<file path="config.mk">
export PLATFORM = sky130hd
export DESIGN_NAME = disp_bridge_seq
export DESIGN_NICKNAME = d
export VERILOG_FILES = /design/src/rtl/dbs_pkg.sv /design/src/rtl/dbs_timer.sv /design/src/rtl/dbs_xfer.sv /design/src/rtl/dbs_fmt_dec.sv /design/src/rtl/dbs_step_table.sv /design/src/rtl/disp_bridge_seq.sv
export SDC_FILE = /design/constraint.sdc
export NUM_CORES = 1
export LEC_CHECK = 0
export ABC_CLOCK_PERIOD_IN_PS = 6400
export CAP_MARGIN = 15
export CORE_MARGIN = 2
export CORE_UTILIZATION = 40
export CTS_CLUSTER_DIAMETER = 200
export CTS_CLUSTER_SIZE = 10
export DETAILED_ROUTE_END_ITERATION = 10
export MAX_ROUTING_LAYER = met4
export PLACE_DENSITY_LB_ADDON = 0.12
export SLEW_MARGIN = 30
export SYNTH_ARGS = -nofsm -noshare
export SYNTH_HDL_FRONTEND = slang
export SYNTH_HIERARCHICAL = 1
export SYNTH_SLANG_ARGS = --single-unit
</file>
<file path="constraint.sdc">
create_clock -name clk -period 6.4 [get_ports clk]
set_input_delay 1.28 -clock clk [delete_from_list [all_inputs] [get_ports clk]]
set_output_delay 1.28 -clock clk [all_outputs]
set_load 0.01 [all_outputs]
</file>
<file path="src/rtl/dbs_pkg.sv">
package dbs_pkg;

  localparam int STEP_W = 5;

  localparam logic [7:0] ADR_ID     = 8'hB0;
  localparam logic [7:0] ADR_SYNC   = 8'hB1;
  localparam logic [7:0] ADR_BACK   = 8'hB2;
  localparam logic [7:0] ADR_FRONT  = 8'hB3;
  localparam logic [7:0] ADR_WIDTH  = 8'hB4;
  localparam logic [7:0] ADR_HEIGHT = 8'hB5;
  localparam logic [7:0] ADR_VMODE  = 8'hB6;
  localparam logic [7:0] ADR_CFG    = 8'hB7;
  localparam logic [7:0] ADR_VCH    = 8'hB8;
  localparam logic [7:0] ADR_PLLEN  = 8'hB9;
  localparam logic [7:0] ADR_PLLW   = 8'hBA;
  localparam logic [7:0] ADR_LPDIV  = 8'hBB;
  localparam logic [7:0] ADR_PKTLEN = 8'hBC;
  localparam logic [7:0] ADR_PKTDAT = 8'hBF;
  localparam logic [7:0] ADR_LANES  = 8'hDE;

  localparam logic [15:0] ID_WORD    = 16'h2828;
  localparam logic [15:0] CFG_RSTVAL = 16'h0301;
  localparam logic [15:0] BURST_MODE = 16'h0008;

  localparam int CB_DATA_HS  = 0;
  localparam int CB_CLK_HS   = 1;
  localparam int CB_VID_ON   = 3;
  localparam int CB_DCS_ONLY = 6;

  localparam logic [7:0] DCS_WAKE  = 8'h11;
  localparam logic [7:0] DCS_DISP  = 8'h29;

  typedef enum logic [2:0] {
    OP_WRITE,
    OP_READ,
    OP_VMODE,
    OP_CFG,
    OP_WAIT_LOCK,
    OP_WAIT_SLEEP,
    OP_WAIT_DISP,
    OP_END
  } op_t;

  typedef struct packed {
    op_t         op;
    logic [7:0]  addr;
    logic [15:0] data;
  } step_t;

  typedef enum logic [2:0] {
    ST_IDLE,
    ST_RST_LO,
    ST_RST_HI,
    ST_STEP,
    ST_XFER,
    ST_WAIT,
    ST_DONE,
    ST_FAIL
  } seq_st_t;

endpackage

</file>
<file path="src/rtl/dbs_timer.sv">
module dbs_timer #(
  parameter int W = 32
) (
  input  logic         clk,
  input  logic         rst_n,
  input  logic         load,
  input  logic [W-1:0] load_val,
  input  logic         dec,
  output logic         zero
);

  logic [W-1:0] cnt;
  logic         cnt_en;
  logic [W-1:0] cnt_nxt;

  assign zero = (cnt == '0);

  always_comb begin
    cnt_en  = 1'b0;
    cnt_nxt = cnt;
    if (load) begin
      cnt_en  = 1'b1;
      cnt_nxt = load_val;
    end else if (dec && !zero) begin
      cnt_en  = 1'b1;
      cnt_nxt = cnt - W'(1);
    end
  end

  always_ff @(posedge clk or negedge rst_n) begin
    if (!rst_n) begin
      cnt <= '0;
    end else if (cnt_en) begin
      cnt <= cnt_nxt;
    end
  end

endmodule

</file>
<file path="src/rtl/dbs_xfer.sv">
module dbs_xfer (
  input  logic        clk,
  input  logic        rst_n,
  input  logic        go,
  input  logic        go_wr,
  input  logic [7:0]  go_addr,
  input  logic [15:0] go_data,
  input  logic        ack,
  output logic        req,
  output logic        req_wr,
  output logic [7:0]  req_addr,
  output logic [15:0] req_wdata,
  output logic        fin
);

  assign fin = req & ack;

  always_ff @(posedge clk or negedge rst_n) begin
    if (!rst_n) begin
      req <= 1'b0;
    end else if (go) begin
      req <= 1'b1;
    end else if (fin) begin
      req <= 1'b0;
    end
  end

  always_ff @(posedge clk or negedge rst_n) begin
    if (!rst_n) begin
      req_wr    <= 1'b0;
      req_addr  <= '0;
      req_wdata <= '0;
    end else if (go) begin
      req_wr    <= go_wr;
      req_addr  <= go_addr;
      req_wdata <= go_data;
    end
  end

endmodule

</file>
<file path="src/rtl/dbs_fmt_dec.sv">
module dbs_fmt_dec (
  input  logic [4:0] depth,
  input  logic       loose,
  output logic [1:0] code,
  output logic       ok
);

  always_comb begin
    code = 2'd0;
    ok   = 1'b1;
    case (depth)
      5'd16:   code = 2'd0;
      5'd18:   code = loose ? 2'd2 : 2'd1;
      5'd24:   code = 2'd3;
      default: ok   = 1'b0;
    endcase
  end

endmodule

</file>
<file path="src/rtl/dbs_step_table.sv">
module dbs_step_table
  import dbs_pkg::*;
(
  input  logic [STEP_W-1:0] idx,
  input  logic [7:0]        sync_v,
  input  logic [7:0]        sync_h,
  input  logic [7:0]        vbp,
  input  logic [7:0]        hbp,
  input  logic [7:0]        vfp,
  input  logic [7:0]        hfp,
  input  logic [15:0]       act_w,
  input  logic [15:0]       act_h,
  input  logic [1:0]        fmt_code,
  input  logic [2:0]        lane_cnt,
  input  logic [15:0]       pll_word,
  input  logic [15:0]       lp_div,
  input  logic [15:0]       shadow,
  output step_t             step
);

  logic [7:0]  back_v;
  logic [7:0]  back_h;
  logic [2:0]  lane_m1;
  logic [15:0] cfg_setup;
  logic [15:0] cfg_final;

  assign back_v  = sync_v + vbp;
  assign back_h  = sync_h + hbp;
  assign lane_m1 = lane_cnt - 3'd1;

  always_comb begin
    cfg_setup = shadow;
    cfg_setup[CB_DATA_HS]  = 1'b0;
    cfg_setup[CB_CLK_HS]   = 1'b1;
    cfg_setup[CB_DCS_ONLY] = 1'b1;
    cfg_final = shadow;
    cfg_final[CB_DATA_HS]  = 1'b1;
    cfg_final[CB_VID_ON]   = 1'b1;
  end

  always_comb begin
    step = '{op: OP_END, addr: 8'h00, data: 16'h0000};
    case (idx)
      5'd0:  step = '{op: OP_READ,  addr: ADR_ID,     data: ID_WORD};
      5'd1:  step = '{op: OP_READ,  addr: ADR_CFG,    data: CFG_RSTVAL};
      5'd2:  step = '{op: OP_WRITE, addr: ADR_SYNC,   data: {sync_v, sync_h}};
      5'd3:  step = '{op: OP_WRITE, addr: ADR_BACK,   data: {back_v, back_h}};
      5'd4:  step = '{op: OP_WRITE, addr: ADR_FRONT,  data: {vfp, hfp}};
      5'd5:  step = '{op: OP_WRITE, addr: ADR_WIDTH,  data: act_w};
      5'd6:  step = '{op: OP_WRITE, addr: ADR_HEIGHT, data: act_h};
      5'd7:  step = '{op: OP_VMODE, addr: ADR_VMODE,  data: BURST_MODE | {14'd0, fmt_code}};
      5'd8:  step = '{op: OP_WRITE, addr: ADR_LANES,  data: {13'd0, lane_m1}};
      5'd9:  step = '{op: OP_CFG,   addr: ADR_CFG,    data: cfg_setup};
      5'd10: step = '{op: OP_WRITE, addr: ADR_PLLW,   data: pll_word};
      5'd11: step = '{op: OP_WRITE, addr: ADR_VCH,    data: 16'h0000};
      5'd12: step = '{op: OP_WRITE, addr: ADR_LPDIV,  data: lp_div};
      5'd13: step = '{op: OP_WRITE, addr: ADR_PLLEN,  data: 16'h0001};
      5'd14: step = '{op: OP_WAIT_LOCK,  addr: 8'h00, data: 16'h0000};
      5'd15: step = '{op: OP_WRITE, addr: ADR_PKTLEN, data: 16'h0001};
      5'd16: step = '{op: OP_WRITE, addr: ADR_PKTDAT, data: {8'd0, DCS_WAKE}};
      5'd17: step = '{op: OP_WAIT_SLEEP, addr: 8'h00, data: 16'h0000};
      5'd18: step = '{op: OP_WRITE, addr: ADR_PKTLEN, data: 16'h0001};
      5'd19: step = '{op: OP_WRITE, addr: ADR_PKTDAT, data: {8'd0, DCS_DISP}};
      5'd20: step = '{op: OP_WAIT_DISP,  addr: 8'h00, data: 16'h0000};
      5'd21: step = '{op: OP_CFG,   addr: ADR_CFG,    data: cfg_final};
      default: step = '{op: OP_END, addr: 8'h00, data: 16'h0000};
    endcase
  end

endmodule

</file>
<file path="src/rtl/disp_bridge_seq.sv">
module disp_bridge_seq
  import dbs_pkg::*;
#(
  parameter int RST_LO_CYC = 1000000,
  parameter int RST_HI_CYC = 1000000,
  parameter int LOCK_CYC   = 50000,
  parameter int WAIT_W     = 24,
  parameter int TMR_W      = 32
) (
  input  logic              clk,
  input  logic              rst_n,
  input  logic              start,
  input  logic              chk_en,
  input  logic [7:0]        sync_v,
  input  logic [7:0]        sync_h,
  input  logic [7:0]        vbp,
  input  logic [7:0]        hbp,
  input  logic [7:0]        vfp,
  input  logic [7:0]        hfp,
  input  logic [15:0]       act_w,
  input  logic [15:0]       act_h,
  input  logic [4:0]        px_depth,
  input  logic              px_loose,
  input  logic [2:0]        lane_cnt,
  input  logic [15:0]       pll_word,
  input  logic [15:0]       lp_div,
  input  logic [WAIT_W-1:0] sleep_wait,
  input  logic [WAIT_W-1:0] disp_wait,
  output logic              bridge_rst_n,
  output logic              req,
  output logic              req_wr,
  output logic [7:0]        req_addr,
  output logic [15:0]       req_wdata,
  input  logic              ack,
  input  logic [15:0]       rdata,
  output logic              done,
  output logic              error
);

  localparam logic [TMR_W-1:0] T_RST_LO = TMR_W'(RST_LO_CYC);
  localparam logic [TMR_W-1:0] T_RST_HI = TMR_W'(RST_HI_CYC);
  localparam logic [TMR_W-1:0] T_LOCK   = TMR_W'(LOCK_CYC);

  seq_st_t           st, st_n;
  logic [STEP_W-1:0] idx, idx_n;
  logic [15:0]       shadow;
  logic              done_n, err_n;
  logic              accept;
  logic              go;
  logic              shadow_ld;
  logic              tmr_load, tmr_dec, tmr_zero;
  logic [TMR_W-1:0]  tmr_val;
  logic              fin;
  logic [1:0]        fmt_code;
  logic              fmt_ok;
  step_t             step;

  dbs_fmt_dec u_fmt (
    .depth (px_depth),
    .loose (px_loose),
    .code  (fmt_code),
    .ok    (fmt_ok)
  );

  dbs_step_table u_tbl (
    .idx      (idx),
    .sync_v   (sync_v),
    .sync_h   (sync_h),
    .vbp      (vbp),
    .hbp      (hbp),
    .vfp      (vfp),
    .hfp      (hfp),
    .act_w    (act_w),
    .act_h    (act_h),
    .fmt_code (fmt_code),
    .lane_cnt (lane_cnt),
    .pll_word (pll_word),
    .lp_div   (lp_div),
    .shadow   (shadow),
    .step     (step)
  );

  dbs_timer #(.W(TMR_W)) u_tmr (
    .clk      (clk),
    .rst_n    (rst_n),
    .load     (tmr_load),
    .load_val (tmr_val),
    .dec      (tmr_dec),
    .zero     (tmr_zero)
  );

  dbs_xfer u_xfer (
    .clk       (clk),
    .rst_n     (rst_n),
    .go        (go),
    .go_wr     (step.op != OP_READ),
    .go_addr   (step.addr),
    .go_data   (step.data),
    .ack       (ack),
    .req       (req),
    .req_wr    (req_wr),
    .req_addr  (req_addr),
    .req_wdata (req_wdata),
    .fin       (fin)
  );

  assign bridge_rst_n = (st != ST_RST_LO);
  assign tmr_dec      = (st == ST_RST_LO) || (st == ST_RST_HI) || (st == ST_WAIT);

  always_comb begin
    st_n      = st;
    idx_n     = idx;
    done_n    = done;
    err_n     = error;
    accept    = 1'b0;
    go        = 1'b0;
    shadow_ld = 1'b0;
    tmr_load  = 1'b0;
    tmr_val   = '0;
    case (st)
      ST_IDLE, ST_DONE, ST_FAIL: begin
        if (start) begin
          accept   = 1'b1;
          st_n     = ST_RST_LO;
          idx_n    = '0;
          done_n   = 1'b0;
          err_n    = 1'b0;
          tmr_load = 1'b1;
          tmr_val  = T_RST_LO;
        end
      end
      ST_RST_LO: begin
        if (tmr_zero) begin
          st_n     = ST_RST_HI;
          tmr_load = 1'b1;
          tmr_val  = T_RST_HI;
        end
      end
      ST_RST_HI: begin
        if (tmr_zero) st_n = ST_STEP;
      end
      ST_STEP: begin
        case (step.op)
          OP_READ: begin
            if (chk_en) begin
              go   = 1'b1;
              st_n = ST_XFER;
            end else begin
              idx_n = idx + STEP_W'(1);
            end
          end
          OP_WRITE: begin
            go   = 1'b1;
            st_n = ST_XFER;
          end
          OP_CFG: begin
            go        = 1'b1;
            shadow_ld = 1'b1;
            st_n      = ST_XFER;
          end
          OP_VMODE: begin
            if (fmt_ok) begin
              go   = 1'b1;
              st_n = ST_XFER;
            end else begin
              err_n = 1'b1;
              st_n  = ST_FAIL;
            end
          end
          OP_WAIT_LOCK: begin
            tmr_load = 1'b1;
            tmr_val  = T_LOCK;
            st_n     = ST_WAIT;
          end
          OP_WAIT_SLEEP: begin
            tmr_load = 1'b1;
            tmr_val  = TMR_W'(sleep_wait);
            st_n     = ST_WAIT;
          end
          OP_WAIT_DISP: begin
            tmr_load = 1'b1;
            tmr_val  = TMR_W'(disp_wait);
            st_n     = ST_WAIT;
          end
          default: begin
            done_n = 1'b1;
            st_n   = ST_DONE;
          end
        endcase
      end
      ST_XFER: begin
        if (fin) begin
          if ((step.op == OP_READ) && (rdata != step.data)) begin
            err_n = 1'b1;
            st_n  = ST_FAIL;
          end else begin
            idx_n = idx + STEP_W'(1);
            st_n  = ST_STEP;
          end
        end
      end
      ST_WAIT: begin
        if (tmr_zero) begin
          idx_n = idx + STEP_W'(1);
          st_n  = ST_STEP;
        end
      end
      default: st_n = ST_IDLE;
    endcase
  end

  always_ff @(posedge clk or negedge rst_n) begin
    if (!rst_n) begin
      st    <= ST_IDLE;
      idx   <= '0;
      done  <= 1'b0;
      error <= 1'b0;
    end else begin
      st    <= st_n;
      idx   <= idx_n;
      done  <= done_n;
      error <= err_n;
    end
  end

  always_ff @(posedge clk or negedge rst_n) begin
    if (!rst_n) begin
      shadow <= CFG_RSTVAL;
    end else if (accept) begin
      shadow <= CFG_RSTVAL;
    end else if (shadow_ld) begin
      shadow <= step.data;
    end
  end

endmodule

</file>
==> results of run 1 <==
-- worst max path at each step --
stage                     slack (ns)  cells past startpoint            to       from
final                           1.81                     13        idx[0]  sync_h[0]
after global placement          1.47                     13        idx[0]  sync_h[0]
after floorplan                 2.30                     12        idx[0]  sync_h[0]
after global routing            1.54                     11  u_tmr/cnt[7]     idx[0]
after CTS                       1.82                     13        idx[0]  sync_h[0]
after detailed placement        1.48                     13        idx[0]  sync_h[0]
-- layout make-up --
type,instances,area (µm²)
multi-input combinational,674,4690
inverter,34,128
clock inverter,5,60.1
timing repair buffer,231,2280
fill,1668,8070
tap,229,287
clock buffer,11,243
sequential,83,2080
-- state kept, by name, indices dropped and copies added, names as in the netlist --
| register | cells |
|---|---|
| idx | 5 |
| done | 1 |
| st | 3 |
| u_xfer/req | 1 |
| shadow | 15 |
| error | 1 |
| u_xfer/req_addr | 8 |
| u_xfer/req_wdata | 16 |
| u_tmr/cnt | 32 |
| u_xfer/req_wr | 1 |
-- routing by layer --
layer,global-route usage [%],part of all wire (%),vias to the layer above
met5,-,0,-
met4,9.18,3.0,0
met3,4.81,7.5,38
met2,40.3,45,341
met1,35.3,44,3479
li1,-,-,3526
-- placed cells by master (no fill, tap or decap), drive strengths merged, types with 17 or more instances in the layout --
cell           instances
clkdlybuf4s50        217
nor2                  89
dfrtp                 81
nand2                 68
o21ai                 44
a21oi                 43
inv                   35
a22oi                 30
nor3                  28
mux2                  28
xnor2                 23
nand3                 21
mux2i                 20
ha                    17
nand2b                17
-- critical path: cells and delay by family --
| family | cells | cell delay [ns] |
|---|---|---|
| AOI/OAI and AO/OA | 5 | 1.16 |
| xor gates and xnor gates | 2 | 0.24 |
| adders and majority gates | 2 | 0.69 |
| buffers and inverters | 1 | 0.43 |
| muxes | 1 | 0.32 |
| and+or+nand+nor | 2 | 0.67 |
-- per-stage QoR --
| step | hold WS, ns | setup slack (ns) | std cells |
|---|---|---|---|
| after floorplan | 0.485 | 2.30 | 844 |
| after global placement | 0.489 | 1.47 | 1250 |
| after detailed placement | 0.491 | 1.48 | 1251 |
| after CTS | 0.512 | 1.82 | 1267 |
| after global routing | 0.525 | 1.54 | 1267 |
| final | 0.508 | 1.81 | 1267 |
-- power breakdown --
group	internal, W	switching [W]
combinational	0.000141	0.0000789
sequential	0.000532	0.00000624
clock	0.000315	0.000218
==> metrics.txt, run 1 <==
outcome complete, no violations; post-synthesis instance total around 840; hold worst-path end u_xfer/req; Final period util 71.6%; worst-path fanout max 6; Peak VDD IR 124 µV; postcts setup bufs 0; Die Area 19,200 µm²; # port buffers between 200 and 250; slowest library cell on the worst path nor4_4; core area 17,800 µm²; critical path arrival roughly 4.8 ns; setup tns final 0 ns; Top Ports 219; Cell Area, Synth between 7000 and 8000 µm²; DRC viols 0; Clock Sinks 83; Slew headroom 35.4%; Congestion Overflow GR 0; worst reg2reg path endpoint u_tmr/cnt[5]; clock buffer depth 2; cells on worst reg2reg path 11; gpl congestion approximately 0.96; Via density ~6; Worst Hold Class reg2reg; htree depth 3; worst r2r src idx[0]; Power Dens Cells about 130 nW/µm²; CP dominant cell by count xnor2_1; Req. time, crit path 6.62 ns; RSZ-0062 raised after global routing no; proportion of layout cells with a drive suffix above 1 under 10%; Crit Path Class in2reg; final number of setup-violating endpoints 0; Final Power 0.00129 W; Final Max Slew Viols 0; Critical Path, Cell by Cell clkdlybuf4s50_1, ha_1, fa_1, a211oi_1, o21bai_1, a21oi_1, xnor2_1, a211o_1, xnor2_1, nand4_1, nor4_4, o21ai_2, mux2_4; Synth Warn # 6; drt pass-1 iters 6; FMAX 218 MHz; Final Cell Area 9770 µm²; Reg clk slew, reported paths 0.07 ns; syn avg cell area 8.64 µm²; die width 138 µm; number of CTS-inserted buffers 9; CP max stage delay about 0.52 ns; final WL between 20,000 and 25,000 µm; ant diodes 0; fin crit period 4.59 ns; post-detail-place hpwl about 19,000 µm; CTS Hold Buffers Added 0; WHS Path Cells 1; gr usage total 26.4%; DP Area around 9500 µm²; CTS tree built; Root Buffer clkbuf_16; Nets 1,242; endpoints failing hold 0; Worst-Skew Late Latency 0.34 ns; Initial Util 40.5%; initial antenna violation count 0; max-cap violations 0; Area Growth Syn to Fin 35.2%; Layout Skew about 0.007 ns; Rows 49; post-cts sizing count 0; first-iteration detailed-routing DRC count 572; wire per inst 19.6 µm; first-pass GRT wire length 39,600 µm; leakage power total 3.94 nW; Post-Route Utilization between 50% and 60%; die height roughly 140 µm; crit end category flip-flop; slew of the pin with the lowest slew margin 0.965 ns; flop-to-flop setup slack slightly above 2 ns; hold path startpoint u_xfer/req; Critical Path Start Type primary input; number of global-route vias before repair 7,143; Antenna Violating Nets Remaining 0; routed via count between 7,000 and 8,000; pin count of the biggest net entering global routing 55
Note: power is estimated with default switching activity, not from simulation.
==> inputs of run 2 (changes only) <==
Settings changed: ABC_CLOCK_PERIOD_IN_PS 6400 to 3700.
Clock period 6.4 ns to 3.7 ns, I/O delays scaled along.
==> metrics.txt, run 2 (synthesis gave the netlist of run 1 again) <==
Req. time, crit path 3.92 ns; Clock Sinks 83; placed insts between 1,000 and 1,500; first-pass GRT wire length between 40,000 and 50,000 µm; Area Growth Syn to Fin 42.2%; Final period util 95.7%; CP max stage delay 0.49 ns; Root Buffer clkbuf_16; CP delay by family, top buffers and inverters; Congestion Overflow GR 0; RSZ-0062 raised after global routing no; drt pass-1 iters 7; Antenna Violating Nets Remaining 0; ant diodes 0; final WL 25,800 µm; Worst-Skew Late Latency ~0.34 ns; Worst Hold Class in2async; gr usage total 27.2%; gpl congestion 0.930; proportion of layout cells with a drive suffix above 1 14.6%; CTS tree built; # port buffers about 220; Via density 5.70; htree depth 3; first-iteration detailed-routing DRC count 556; Cell Count, Final, Fillers Out 1,326; commonest non-fill, non-tap cells in the layout 214 x clkdlybuf4s50_1, 87 x nor2_1, 81 x dfrtp_1; Rows 49; Initial Util a little over 40%; setup tns final 0 ns; number of global-route vias before repair 7,417; die width about 140 µm; endpoints failing hold 0; gr busiest metal met2; Crit Path Class in2reg; FMAX 282 MHz; grt met2 use 43.0%; Peak VDD IR 189 µV; Die Area 19,200 µm²; met1 usage 34.9%; # fillers 1,633; clock buffer depth 2; Power Dens Cells 223 nW/µm²; number of CTS-inserted buffers 9; routed via count 7,552; Final Max Slew Viols 0; Critical Path, Cell by Cell clkdlybuf4s50_1, ha_2, fa_2, mux2i_1, nor4_1, a41oi_1, and3_1, o2111ai_4, xnor2_1, nand4_1, nor4_4, buf_4, o21ai_2, mux2_4; Top reg by flops u_tmr/cnt; WHS 0.448 ns; worst-path fanout max 3; fin crit period 3.54 ns; Nets 1,302; die height between 100 and 150 µm; initial antenna violation count 0; crit end category flip-flop; slew of the pin with the lowest slew margin between 0.8 and 0.9 ns; Layout Skew 0.00556 ns; pin count of the biggest net entering global routing 57; final number of setup-violating endpoints 0; DRC viols 0; outcome complete, no violations; post-detail-place hpwl 20,300 µm; Critical Path Start Type primary input; Buf+Inv Stages, Crit Path 2; Final Power about 0.0023 W; Largest regs u_tmr/cnt: 32 flops, u_xfer/req_wdata: 16 flops, shadow: 15 flops; Slew headroom 42.3%; leakage power total 4.26 nW; critical path arrival around 3.8 ns; Reg clk slew, reported paths 0.06 ns; max reg flops 32; slowest library cell on the worst path clkdlybuf4s50_1; Top Ports 219; global routing met3 resource utilization 4.92%; core area 17,800 µm²; wire per inst 19.5 µm; max-cap violations 0; most common cell after layout, fill and taps aside clkdlybuf4s50_1
## run 2: final timing paths
path                             from              endpoint  slack, ns  cells after the start
setup / recovery            sync_h[0]                idx[0]       0.16                     14
hold / removal                  rst_n  u_xfer/req_wdata[11]       0.45                      1
setup reg to reg               idx[3]                idx[0]       0.20                     13
hold reg to reg            u_xfer/req            u_xfer/req       0.50                      1
max in group asynchronous       rst_n             shadow[8]       2.41                      2
min in group clk           u_xfer/req            u_xfer/req       0.50                      1
## run 2: cell type report
class / instances / area (µm²) / area share (%)
well taps: 229 / 287 / 2.79
multi-input cells: 674 / 4730 / 46.0
repair buffers: 291 / 2750 / 26.7
flip-flops and latches: 83 / 2080 / 20.2
inverters: 34 / 128 / 1.24
clock inverters: 4 / 76.3 / 0.742
clock buffers: 11 / 233 / 2.26
## run 2: timing repair
action                     CTS  global route
resized for setup            3            11
hold buffers                 0             0
setup buffers                0             1
setup endpoints to repair    7             7
pin swaps                    0            16
gates cloned                 0             0
## run 2: where the power goes
part	switching, W	internal, W	leakage, nW
clock	0.000364	0.000589	0.146
combinational	0.000148	0.000266	3.07
sequential	0.0000107	0.000920	1.04
total	0.000523	0.00177	4.26
## run 2: metrics by stage
| stage | area, µm² | utilization [%] | worst slack [ns] |
|---|---|---|---|
| after floorplan | 7260 | - | 0.145 |
| after global placement | 9910 | 55.5 | -0.412 |
| after detailed placement | 9910 | 55.5 | -0.446 |
| after CTS | 10200 | 57.3 | 0.0107 |
| after global routing | 10300 | 57.6 | 0.0131 |
| final | 10300 | 57.6 | 0.158 |
## run 2: worst reg2reg max path: stages, from the launching register on
cell	delay, ns
dfrtp_1	0.53
buf_4	0.33
nor3b_1	0.11
and3_1	0.19
a2111oi_0	0.65
buf_4	0.22
and3_1	0.14
o21ai_1	0.09
xnor2_1	0.16
nand4_1	0.15
nor4_4	0.26
buf_4	0.18
o21ai_2	0.07
mux2_4	0.30
## run 2: per-layer routing
layer  vias to the layer above  part of all wire [%]  wire, µm
met1                      3525                    43     11100
met2                       344                    46     11900
met5                         -                     0         0
met3                        42                   7.3      1880
li1                       3641                     -         -
met4                         0                   3.4       867
